## src/rtl/clkcfg_pkg.sv

```systemverilog
package clkcfg_pkg;

    // Width of the integer count fields produced by the divider encoder.
    localparam int CNT_W     = 8;
    localparam int WORD_W    = 16;
    localparam int NUM_STEPS = 13;
    localparam int STEP_W    = $clog2(NUM_STEPS);

    typedef struct packed {
        logic [CNT_W-1:0] high;
        logic [CNT_W-1:0] low;
        logic             odd;
        logic             nocount;
        logic             frac_en;
        logic [2:0]       frac;
        logic             wf_r;
        logic             wf_f;
        logic [2:0]       phase;
    } div_fields_t;

    typedef enum logic [2:0] {
        ST_IDLE,
        ST_RD_REQ,
        ST_RD_WAIT,
        ST_WR_REQ,
        ST_WR_WAIT,
        ST_FINISH
    } seq_state_e;

endpackage

```

## src/rtl/clkcfg_div_enc.sv

```systemverilog
module clkcfg_div_enc
    import clkcfg_pkg::*;
(
    input  logic [CNT_W-1:0] int_i,
    input  logic [2:0]       frac_i,
    output div_fields_t      fld_o
);

    logic [CNT_W-1:0] half;
    logic             even;
    logic             f_one;

    assign half  = int_i >> 1;
    assign even  = ~int_i[0];
    assign f_one = (frac_i == 3'd1);

    always_comb begin
        fld_o = '0;
        if (int_i == CNT_W'(1)) begin
            // bypass only
            fld_o.nocount = 1'b1;
        end else if (frac_i == 3'd0) begin
            // integer split
            fld_o.high = half;
            fld_o.odd  = int_i[0];
            fld_o.low  = int_i - half;
        end else begin
            // fractional split
            fld_o.frac_en = 1'b1;
            fld_o.frac    = frac_i;
            fld_o.odd     = int_i[0];
            fld_o.high    = even ? half - CNT_W'(1) : half;
            fld_o.wf_r    = even;
            fld_o.low     = (even || f_one) ? half - CNT_W'(1) : half;
            fld_o.wf_f    = (even ^ f_one) || (int_i == CNT_W'(2) && f_one);
            fld_o.phase   = {int_i[0], frac_i[2:1]};
        end
    end

endmodule

```

## src/rtl/clkcfg_lut.sv

```systemverilog
module clkcfg_lut #(
    parameter int IDX_W = 10
) (
    input  logic [IDX_W-1:0] idx_i,
    output logic [31:0]      lock_o,
    output logic [31:0]      filter_o
);

    int unsigned idx_n;
    assign idx_n = 32'(idx_i);

    always_comb begin
        case (idx_n)
            0, 1:    lock_o = 32'h0606_03E8;
            2:       lock_o = 32'h0808_03E8;
            3:       lock_o = 32'h0B0B_03E8;
            4:       lock_o = 32'h0E0E_03E8;
            5:       lock_o = 32'h1111_03E8;
            6:       lock_o = 32'h1313_03E8;
            7:       lock_o = 32'h1616_03E8;
            8:       lock_o = 32'h1919_03E8;
            9:       lock_o = 32'h1C1C_03E8;
            10:      lock_o = 32'h1F1F_0384;
            11:      lock_o = 32'h1F1F_0339;
            12:      lock_o = 32'h1F1F_02EE;
            13:      lock_o = 32'h1F1F_02BC;
            14:      lock_o = 32'h1F1F_028A;
            15:      lock_o = 32'h1F1F_0271;
            16:      lock_o = 32'h1F1F_023F;
            17:      lock_o = 32'h1F1F_0226;
            18:      lock_o = 32'h1F1F_020D;
            19:      lock_o = 32'h1F1F_01F4;
            20:      lock_o = 32'h1F1F_01DB;
            21:      lock_o = 32'h1F1F_01C2;
            22:      lock_o = 32'h1F1F_01A9;
            23, 24:  lock_o = 32'h1F1F_0190;
            25:      lock_o = 32'h1F1F_0177;
            26, 27:  lock_o = 32'h1F1F_015E;
            28, 29:  lock_o = 32'h1F1F_0145;
            30, 31, 32: lock_o = 32'h1F1F_012C;
            33, 34, 35: lock_o = 32'h1F1F_0113;
            default: lock_o = 32'h1F1F_00FA;
        endcase
    end

    always_comb begin
        if      (idx_n == 0)  filter_o = 32'h0100_1990;
        else if (idx_n == 1)  filter_o = 32'h0100_1190;
        else if (idx_n == 2)  filter_o = 32'h0100_9890;
        else if (idx_n == 3)  filter_o = 32'h0100_1890;
        else if (idx_n == 4)  filter_o = 32'h0100_8890;
        else if (idx_n <= 8)  filter_o = 32'h0100_9090;
        else if (idx_n <= 11) filter_o = 32'h0100_0890;
        else if (idx_n == 12) filter_o = 32'h0800_9090;
        else if (idx_n <= 22) filter_o = 32'h0100_1090;
        else if (idx_n <= 36) filter_o = 32'h0100_8090;
        else if (idx_n <= 46) filter_o = 32'h0800_1090;
        else                  filter_o = 32'h0800_8090;
    end

endmodule

```

## src/rtl/clkcfg_step_map.sv

```systemverilog
module clkcfg_step_map
    import clkcfg_pkg::*;
#(
    parameter int ADDR_W = 7
) (
    input  logic [STEP_W-1:0] step_i,
    input  div_fields_t       out_f,
    input  div_fields_t       in_f,
    input  div_fields_t       fb_f,
    input  logic [31:0]       lock_i,
    input  logic [31:0]       filter_i,
    input  logic [WORD_W-1:0] power_i,
    output logic [ADDR_W-1:0] addr_o,
    output logic [WORD_W-1:0] mask_o,
    output logic [WORD_W-1:0] val_o
);

    function automatic logic [WORD_W-1:0] cnt_word(div_fields_t f);
        return (WORD_W'(f.high) << 6) | WORD_W'(f.low);
    endfunction

    function automatic logic [WORD_W-1:0] ctl_word(div_fields_t f);
        return (WORD_W'(f.frac) << 12) | (WORD_W'(f.frac_en) << 11) |
               (WORD_W'(f.wf_r) << 10) | (WORD_W'(f.odd) << 7) |
               (WORD_W'(f.nocount) << 6);
    endfunction

    function automatic logic [WORD_W-1:0] ph_word(div_fields_t f);
        return (WORD_W'(f.phase) << 11) | (WORD_W'(f.wf_f) << 10);
    endfunction

    logic [WORD_W-1:0] in_word;
    assign in_word = (WORD_W'(in_f.odd) << 13) | (WORD_W'(in_f.nocount) << 12) | cnt_word(in_f);

    // Fields of the input divider and lock word that no register takes.
    logic unused_bits;
    assign unused_bits = ^{in_f.frac_en, in_f.frac, in_f.wf_r, in_f.wf_f, in_f.phase,
                           lock_i[15:10], lock_i[23:21], lock_i[31:29]};

    always_comb begin
        addr_o = '0;
        mask_o = '0;
        val_o  = '0;
        case (step_i)
            4'd0:  begin addr_o = ADDR_W'(8'h28); mask_o = 16'h9800; val_o = power_i;       end
            4'd1:  begin addr_o = ADDR_W'(8'h08); mask_o = 16'hEFFF; val_o = cnt_word(out_f); end
            4'd2:  begin addr_o = ADDR_W'(8'h09); mask_o = 16'h7FFF; val_o = ctl_word(out_f); end
            4'd3:  begin addr_o = ADDR_W'(8'h07); mask_o = 16'h3C00; val_o = ph_word(out_f);  end
            4'd4:  begin addr_o = ADDR_W'(8'h16); mask_o = 16'h3FFF; val_o = in_word;         end
            4'd5:  begin addr_o = ADDR_W'(8'h14); mask_o = 16'hEFFF; val_o = cnt_word(fb_f);  end
            4'd6:  begin addr_o = ADDR_W'(8'h15); mask_o = 16'h7FFF; val_o = ctl_word(fb_f);  end
            4'd7:  begin addr_o = ADDR_W'(8'h13); mask_o = 16'h3C00; val_o = ph_word(fb_f);   end
            4'd8:  begin addr_o = ADDR_W'(8'h18); mask_o = 16'h03FF; val_o = {6'd0, lock_i[9:0]}; end
            4'd9:  begin addr_o = ADDR_W'(8'h19); mask_o = 16'h7FFF; val_o = {1'b0, lock_i[20:16], 10'h001}; end
            4'd10: begin addr_o = ADDR_W'(8'h1A); mask_o = 16'h7FFF; val_o = {1'b0, lock_i[28:24], 10'h3E9}; end
            4'd11: begin addr_o = ADDR_W'(8'h4E); mask_o = 16'h9900; val_o = filter_i[31:16]; end
            4'd12: begin addr_o = ADDR_W'(8'h4F); mask_o = 16'h9900; val_o = filter_i[15:0];  end
            default: begin addr_o = '0; mask_o = '0; val_o = '0; end
        endcase
    end

endmodule

```

## src/rtl/clkcfg_seq.sv

```systemverilog
module clkcfg_seq
    import clkcfg_pkg::*;
#(
    parameter int MULT_W   = 10,
    parameter int DIVIN_W  = 7,
    parameter int DIVOUT_W = 11,
    parameter int ADDR_W   = 7
) (
    input  logic                clk,
    input  logic                rst_n,
    input  logic                start_i,
    input  logic [MULT_W-1:0]   mult_i,
    input  logic [DIVIN_W-1:0]  divin_i,
    input  logic [DIVOUT_W-1:0] divout_i,
    output logic                busy_o,
    output logic                done_o,
    output logic                err_o,
    output logic                cfg_en_o,
    output logic                cfg_we_o,
    output logic [ADDR_W-1:0]   cfg_addr_o,
    output logic [WORD_W-1:0]   cfg_wdata_o,
    input  logic [WORD_W-1:0]   cfg_rdata_i,
    input  logic                cfg_rdy_i
);

    localparam int NUM_CH = 3;

    seq_state_e          state_q, state_d;
    logic [STEP_W-1:0]   step_q;
    logic [WORD_W-1:0]   rdata_q;
    logic                err_q;
    logic [MULT_W-1:0]   mult_q;
    logic [DIVIN_W-1:0]  divin_q;
    logic [DIVOUT_W-1:0] divout_q;

    logic req_ok;
    logic last_step;
    logic accept;

    assign req_ok    = (mult_i[MULT_W-1:3] != '0) && (divin_i != '0) &&
                       (divout_i[DIVOUT_W-1:3] != '0);
    assign last_step = (step_q == STEP_W'(NUM_STEPS - 1));
    assign accept    = (state_q == ST_IDLE) && start_i;

    // Divider encoders: 0 = output divider, 1 = input divider, 2 = multiplier
    logic [CNT_W-1:0] ch_int  [NUM_CH];
    logic [2:0]       ch_frac [NUM_CH];
    div_fields_t      ch_fld  [NUM_CH];

    assign ch_int[0]  = CNT_W'(divout_q[DIVOUT_W-1:3]);
    assign ch_frac[0] = divout_q[2:0];
    assign ch_int[1]  = CNT_W'(divin_q);
    assign ch_frac[1] = 3'd0;
    assign ch_int[2]  = CNT_W'(mult_q[MULT_W-1:3]);
    assign ch_frac[2] = mult_q[2:0];

    generate
        for (genvar c = 0; c < NUM_CH; c++) begin : g_enc
            clkcfg_div_enc u_enc (
                .int_i  (ch_int[c]),
                .frac_i (ch_frac[c]),
                .fld_o  (ch_fld[c])
            );
        end
    endgenerate

    logic [MULT_W-1:0] lut_idx;
    logic [31:0]       lock_w;
    logic [31:0]       filter_w;
    logic [WORD_W-1:0] power_w;

    assign lut_idx = mult_q - MULT_W'(1);
    assign power_w = ((mult_q[2:0] != 3'd0) || (divout_q[2:0] != 3'd0)) ? 16'h9800 : 16'h0000;

    clkcfg_lut #(.IDX_W(MULT_W)) u_lut (
        .idx_i    (lut_idx),
        .lock_o   (lock_w),
        .filter_o (filter_w)
    );

    logic [ADDR_W-1:0] step_addr;
    logic [WORD_W-1:0] step_mask;
    logic [WORD_W-1:0] step_val;

    clkcfg_step_map #(.ADDR_W(ADDR_W)) u_map (
        .step_i   (step_q),
        .out_f    (ch_fld[0]),
        .in_f     (ch_fld[1]),
        .fb_f     (ch_fld[2]),
        .lock_i   (lock_w),
        .filter_i (filter_w),
        .power_i  (power_w),
        .addr_o   (step_addr),
        .mask_o   (step_mask),
        .val_o    (step_val)
    );

    // Next-state logic
    always_comb begin
        state_d = state_q;
        unique case (state_q)
            ST_IDLE:    if (start_i && req_ok) state_d = ST_RD_REQ;
            ST_RD_REQ:  state_d = ST_RD_WAIT;
            ST_RD_WAIT: if (cfg_rdy_i) state_d = ST_WR_REQ;
            ST_WR_REQ:  state_d = ST_WR_WAIT;
            ST_WR_WAIT: if (cfg_rdy_i) state_d = last_step ? ST_FINISH : ST_RD_REQ;
            ST_FINISH:  state_d = ST_IDLE;
            default:    state_d = ST_IDLE;
        endcase
    end

    // State register
    always_ff @(posedge clk) begin
        if (!rst_n) state_q <= ST_IDLE;
        else        state_q <= state_d;
    end

    // Datapath registers
    always_ff @(posedge clk) begin
        if (!rst_n) begin
            step_q   <= '0;
            rdata_q  <= '0;
            err_q    <= 1'b0;
            mult_q   <= '0;
            divin_q  <= '0;
            divout_q <= '0;
        end else begin
            err_q <= accept && !req_ok;
            if (accept && req_ok) begin
                mult_q   <= mult_i;
                divin_q  <= divin_i;
                divout_q <= divout_i;
                step_q   <= '0;
            end
            if (state_q == ST_RD_WAIT && cfg_rdy_i) rdata_q <= cfg_rdata_i;
            if (state_q == ST_WR_WAIT && cfg_rdy_i && !last_step) step_q <= step_q + STEP_W'(1);
        end
    end

    // Outputs
    always_comb begin
        cfg_en_o    = (state_q == ST_RD_REQ) || (state_q == ST_WR_REQ);
        cfg_we_o    = (state_q == ST_WR_REQ);
        cfg_addr_o  = step_addr;
        cfg_wdata_o = (rdata_q & ~step_mask) | (step_val & step_mask);
        busy_o      = (state_q != ST_IDLE);
        done_o      = (state_q == ST_FINISH);
        err_o       = err_q;
    end

endmodule

```

## config.mk

```make
export PLATFORM = sky130hd
export DESIGN_NAME = clkcfg_seq
export DESIGN_NICKNAME = d
export VERILOG_FILES = /design/src/rtl/clkcfg_pkg.sv /design/src/rtl/clkcfg_div_enc.sv /design/src/rtl/clkcfg_lut.sv /design/src/rtl/clkcfg_step_map.sv /design/src/rtl/clkcfg_seq.sv
export SDC_FILE = /design/constraint.sdc
export NUM_CORES = 1
export LEC_CHECK = 0
export ABC_CLOCK_PERIOD_IN_PS = 4900
export BUFFER_PORTS_ARGS = -buffer_cell sky130_fd_sc_hd__buf_2
export CORE_MARGIN = 4
export CORE_UTILIZATION = 60
export CTS_CLUSTER_DIAMETER = 40
export DETAILED_ROUTE_END_ITERATION = 16
export PLACE_DENSITY = 0.82
export RECOVER_POWER = 100
export SKIP_LAST_GASP = 1
export SLEW_MARGIN = 20
export SYNTH_ARGS = -nofsm -noshare
export SYNTH_HDL_FRONTEND = slang
export SYNTH_SLANG_ARGS = --single-unit
```

## constraint.sdc

```tcl
create_clock -name clk -period 4.9 [get_ports clk]
set_input_delay 0.98 -clock clk [delete_from_list [all_inputs] [get_ports clk]]
set_output_delay 0.98 -clock clk [all_outputs]
set_load 0.05 [all_outputs]
```

# == After elaboration in Yosys (flattened, before gate mapping) ==
# Memory sizes are Yosys's and may differ from the RTL's.
# Cells that the tools add are included.
# word_totals
mem_bits_rw,0
output_inout_bits,28
latchBits,0
elab_cells,151
regBits,52
memories,1
romBits,1280
input_bits,48
# memory_table
memory,depth,word_bits,read_ports,rd_clocked_by_memory_dff,wr,line,source
(name not given),64,20,1,0,0,clkcfg_lut.sv:13,case (idx_n)
# op_classes
mul,0
n_eq_ne,32
reduce_logical,37
div,0
n_shift,0
mux,39
magnitude_cmp,5
bitwise_logic,23
n_addsub,7
# ops
operator,count
32-bit 2-to-1 mux,10
16-bit one-hot mux with 13 select lines,1
16-bit one-hot mux with 7 select lines,1
7-bit one-hot mux with 13 select lines,1
17-bit 2-to-1 mux,4
9-bit 2-to-1 mux,4
16-bit bitwise AND,2
32-bit logical NOT,1
16-bit 2-to-1 mux,2
8-bit 2-to-1 mux,4
16-bit by 11-bit bitwise OR with 16-bit output,2
16-bit bitwise OR,2
16-bit by 7-bit bitwise OR with 16-bit output,2
16-bit by 8-bit bitwise OR with 16-bit output,2
15-bit by 12-bit bitwise OR with 15-bit output,2
29-bit 2-to-1 mux,1
14-bit by 11-bit bitwise OR with 14-bit output,2
14-bit by 8-bit bitwise OR with 14-bit output,2
26-bit logical NOT,1
"10-bit by 2-bit == test with 1-bit output, second input constant",2
"4-bit == test, second input constant",5
"10-bit by 4-bit less-or-equal comparator with 1-bit output, second input constant",2
"10-bit by 6-bit less-or-equal comparator with 1-bit output, second input constant",2
"4-bit by 3-bit == test with 1-bit output, second input constant",4
43 further kinds,82

# == Logic depth before layout (Yosys ltp) ==
# depth
word_depth,16
ltp_mapped,12
depth_no_buf,11

# == Hierarchy ==
# A second synthesis with hierarchy kept.
# unflattened
hier_cells,1110
area_unflattened_um2,8045.2
# by_module_without_submodules
module,instances,seq_area_each_um2,area_each_um2,cells_per_inst
clkcfg_seq,1,1041.0,2572.5,300
clkcfg_div_enc (g_enc[0].u_enc ...),2,0.0,922.1,136
clkcfg_step_map,1,0.0,1584.0,230
clkcfg_lut,1,0.0,1131.1,174
clkcfg_div_enc (g_enc[1].u_enc),1,0.0,913.4,134

# == Worst setup path before layout ==
# No wires, ideal clock.
# synth_timing
path_kind,register to output
startpoint,register mult_q[0]
endpoint,output cfg_wdata_o[2]
t_required_ns,3.920
path_buffers,4
stages_incl_launch_ff,12
t_arrival_ns,3.658
path_slack_ns,0.262
path_cell_list,dfxtp_1 > clkbuf_1 > inv_1 > ha_1 > ha_1 > clkbuf_1 > clkbuf_1 > clkbuf_1 > o211ai_1 > o21ai_0 > a21boi_0 > o21ai_0
# synth_via
elab_chain_len,15
word_cells_on_any_way,34
cone_classes,1 x add/sub; 4 x order compare; 6 x eq/ne; 15 x mux; 3 x bitwise; 4 x reduce/logical; 1 x memory
# synth_lines
item,line,source
start: declaration,clkcfg_seq.sv:32,logic [MULT_W-1:0] mult_q;
start signal: assignment,clkcfg_seq.sv:130,mult_q <= mult_i;
10-bit by 1-bit subtractor with 10-bit output,clkcfg_seq.sv:72,assign lut_idx = mult_q - MULT_W'(1);
10-bit by 6-bit less-or-equal comparator with 1-bit output,clkcfg_lut.sv:56,else if (idx_n <= 36) filter_o = 32'h0100_8090;
32-bit 2-to-1 mux,clkcfg_lut.sv:56,
32-bit 2-to-1 mux,clkcfg_lut.sv:55,else if (idx_n <= 22) filter_o = 32'h0100_1090;
32-bit 2-to-1 mux,clkcfg_lut.sv:54,else if (idx_n == 12) filter_o = 32'h0800_9090;
32-bit 2-to-1 mux,clkcfg_lut.sv:53,else if (idx_n <= 11) filter_o = 32'h0100_0890;
32-bit 2-to-1 mux,clkcfg_lut.sv:52,else if (idx_n <= 8) filter_o = 32'h0100_9090;
32-bit 2-to-1 mux,clkcfg_lut.sv:51,else if (idx_n == 4) filter_o = 32'h0100_8890;
32-bit 2-to-1 mux,clkcfg_lut.sv:50,else if (idx_n == 3) filter_o = 32'h0100_1890;
32-bit 2-to-1 mux,clkcfg_lut.sv:49,else if (idx_n == 2) filter_o = 32'h0100_9890;
32-bit 2-to-1 mux,clkcfg_lut.sv:48,else if (idx_n == 1) filter_o = 32'h0100_1190;
32-bit 2-to-1 mux,clkcfg_lut.sv:47,if (idx_n == 0) filter_o = 32'h0100_1990;
16-bit one-hot mux with 13 select lines (*),clkcfg_step_map.sv:44,case (step_i)
16-bit bitwise AND (*),clkcfg_seq.sv:145,cfg_wdata_o = (rdata_q & ~step_mask) | (step_val & step_mask);
16-bit bitwise OR (*),clkcfg_seq.sv:145,
end: declaration,clkcfg_seq.sv:21,"output logic [WORD_W-1:0] cfg_wdata_o,"
# Mark *: on every way between the ends. The rest lies on a longest branch, timed or not.

# == Final worst setup path ==
# layout_timing
startpoint,register mult_q[2]
endpoint,output cfg_wdata_o[5]
# Same word-level chain as after synthesis.

==> out/metrics.yaml <==
synth_ff_type: "dfxtp_1"
final_max_slew_viol_count: 53
numCtsBuffers: 5
initial_core_util: 0.613
via_per_inst: 6.45
cts.sinks: 52
nets: 987
max_freq_mhz: 215
yosysUniqueCellTypes: 74
min_path_type: "reg2reg"
place_congestion: 0.984
numPortBuffers: 75
yosysTopAreaCell: "dfxtp_1"
cp_max_fo: 9
syn2layout_area_growth_pct: 9.65
ys_warn_count: 0
p_comb_frac: 0.559
grt_pass1_wl_mm: 32.0
antenna_left: 0
fin_worst_skew_ns: 0.0103
outcome: "finished with violations"
worst-slew-pin-transition_ns: 1.95
fillCellCount: 883
cts_max_level: 2
rsz0062_at_grt: "no"
synth_edf_count: 0
cts_setup_buffers: 0
synth_nets: 934
end_kind: "output pin"
period_needed_ns: 4.64
synth.avg_cell_area_um2: 7.27
critPathArrivalTime_ns: 3.66
final_layout_size_suffix_gt1_frac: 0.101
dieArea_mm2: 0.0116
synth-xor-area-share: 0.0587
vdd_drop_max_uv: 230
grt_usage: 0.349
cts-root-buf: "clkbuf_8"
drt_iter0_markers: 767
async_flop_share: 0
synth_seq_cells: 52
synth_adder_area_share: 0.140
worstSetupStartpointType: "register"
num_rows: 36
overflow: 0
yosys-top-cells-area: "dfxtp_1, ha_1, mux2i_1"
grt_max_degree: 53
grt_antenna_before_repair: 0
io_pins: 76
synth_top_family_by_area: "simple AND/OR/NAND/NOR gates"
fin_crit_sh: 0.948
first_global_vias: 6131
die_h_um: 108
p_leak_nw: 2.69
synth-compound-area-share: 0.240
dp_hpwl_mm: 15.3
drt_wl_total_mm: 20.1
crit_required_ns: 3.92
yosys.area_share.simple: 0.261
wl_per_cell_um: 19.9
p_sw_frac: 0.462
cts_tree: "done"
synth_mux_area_frac: 0.0554
ctsResizeCount: 0
p_clk_frac: 0.177
hold_viol: 0
drt-pass1-iter-count: 5
fin_setup_tns_ns: 0
power_switching_uw: 869
syn_inst: 821
slew_headroom: -0.301
path_clk_slew_ns: 0.11
vias: 6501
p_int_mw: 1.01
p_per_area_mw_per_mm2: 288
ctsHoldBuffers: 0
drcViolationCount: 0
num_antenna_cells: 0
seq_area_frac_synth: 0.174
core_area_mm2: 0.00973
holdWs_ns: 0.486
violations: "capacitance limit, slew limit"
ctsLongestPathBuffers: 2
clk_latency_ns: 0.33
setup-violations-final: 0
fp.dieW_um: 108
max_cap_violations: 1
crit_type: "reg2out"
yosys.area.top_type_share: 0.174
synth_area_mm2: 0.00597
power_frac_seq: 0.264
[layout by cell type (no fill, tap or decap), types with 5 or more instances in the layout]
master / instances
a31oi_1: 10
nand3_1: 20
o22ai_1: 7
buf_4: 20
and3_1: 9
a21oi_1: 57
or3_1: 9
ha_1: 62
clkbuf_1: 26
o211ai_1: 5
nand2b_1: 9
xnor2_1: 35
a21boi_0: 20
o31ai_1: 6
a211oi_1: 5
nand4_1: 8
xor2_1: 5
clkbuf_8: 6
nor2b_1: 39
and2_1: 8
nor4_1: 11
inv_1: 56
dfxtp_1: 52
a221oi_1: 6
nor3_1: 29
o21ai_0: 54
buf_2: 47
nand2_1: 82
nor2_1: 61
a22o_1: 5
mux2i_1: 33
[state kept, by name, summed over array words and instances (netlist names)]
| name | cells |
|---|---|
| rdata_q | 16 |
| divout_q | 11 |
| mult_q | 10 |
| divin_q | 7 |
| step_q | 4 |
| state_q | 3 |
| err_o | 1 |
[final timing paths]
path	slack, ns	from	endpoint	cells after the start
setup / recovery	0.26	mult_q[2]	cfg_wdata_o[5]	8
hold / removal	0.49	rdata_q[13]	rdata_q[13]	2
setup reg to reg	2.61	step_q[2]	step_q[2]	7
hold reg to reg	0.49	rdata_q[13]	rdata_q[13]	2
[cell usage after synthesis, types with 8 or more instances]
cell	count
nor4_1	11
inv_1	56
or3_1	9
a21oi_1	57
and2_1	9
nor2b_1	39
nor3_1	29
nand4_1	8
nand2b_1	9
dfxtp_1	52
nand3_1	20
xnor2_1	35
ha_1	62
mux2i_1	33
a31oi_1	10
and3_1	9
o21ai_0	54
a21boi_0	20
nor2_1	61
clkbuf_1	40
nand2_1	82
[cells by family (layout without fill, tap and decap cells)]
| group | after synthesis | in the layout |
|---|---|---|
| xor gates and xnor gates | 40 | 40 |
| muxes | 33 | 33 |
| adders and majority gates | 65 | 65 |
| AOI/OAI and AO/OA | 221 | 221 |
| and+or+nand+nor | 305 | 305 |
| DFF | 52 | 52 |
| buffers and inverters | 105 | 159 |
[routing by layer]
layer	vias to the layer above	part of all wire	GRT usage
met1	3019	0.41	0.469
met4	0	0.039	0.134
met5	-	0	0
li1	3019	-	-
met3	64	0.091	0.0558
met2	399	0.46	0.560
[final cells by class]
cell class,count,area (µm²),share of cell area
sequential,52,1040,0.159
clock buffer,6,82.6,0.0126
tap,133,166,0.0254
multi-input combinational,664,4510,0.689
timing repair buffer,95,493,0.0754
clock inverter,2,38.8,0.00593
inverter,56,210,0.0321
[stage by stage]
stage               utilization  total power [mW]  setup WS (ns)  area (µm²)  cells
floorplan                     -              1.25          0.262        5970    821
finish                    0.672              1.88          0.257        6540   1008
detailed placement        0.663              1.52          0.795        6450   1000
global route              0.672              1.99         0.0963        6540   1008
global placement          0.663              1.51          0.717        6450   1000
CTS                       0.676              1.86          0.390        6570   1008
[power groups by stage]
stage / combinational, mW / sequential (mW) / clock (mW)
floorplan: 0.764 / 0.486 / 0
global placement: 1.01 / 0.503 / 0
detailed placement: 1.02 / 0.505 / 0
CTS: 1.03 / 0.495 / 0.339
global route: 1.14 / 0.502 / 0.353
finish: 1.05 / 0.497 / 0.332
[worst max-delay path, stage by stage, from the launching register on]
cell and delay (ns):
dfxtp_1 0.65, nor3_2 0.16, xnor2_1 0.69, nand2_1 0.17
o211a_1 0.17, o31ai_1 0.33, o2111a_1 0.27, or4b_2 0.63
clkbuf_2 0.27
(Power assumes the default switching activity.)
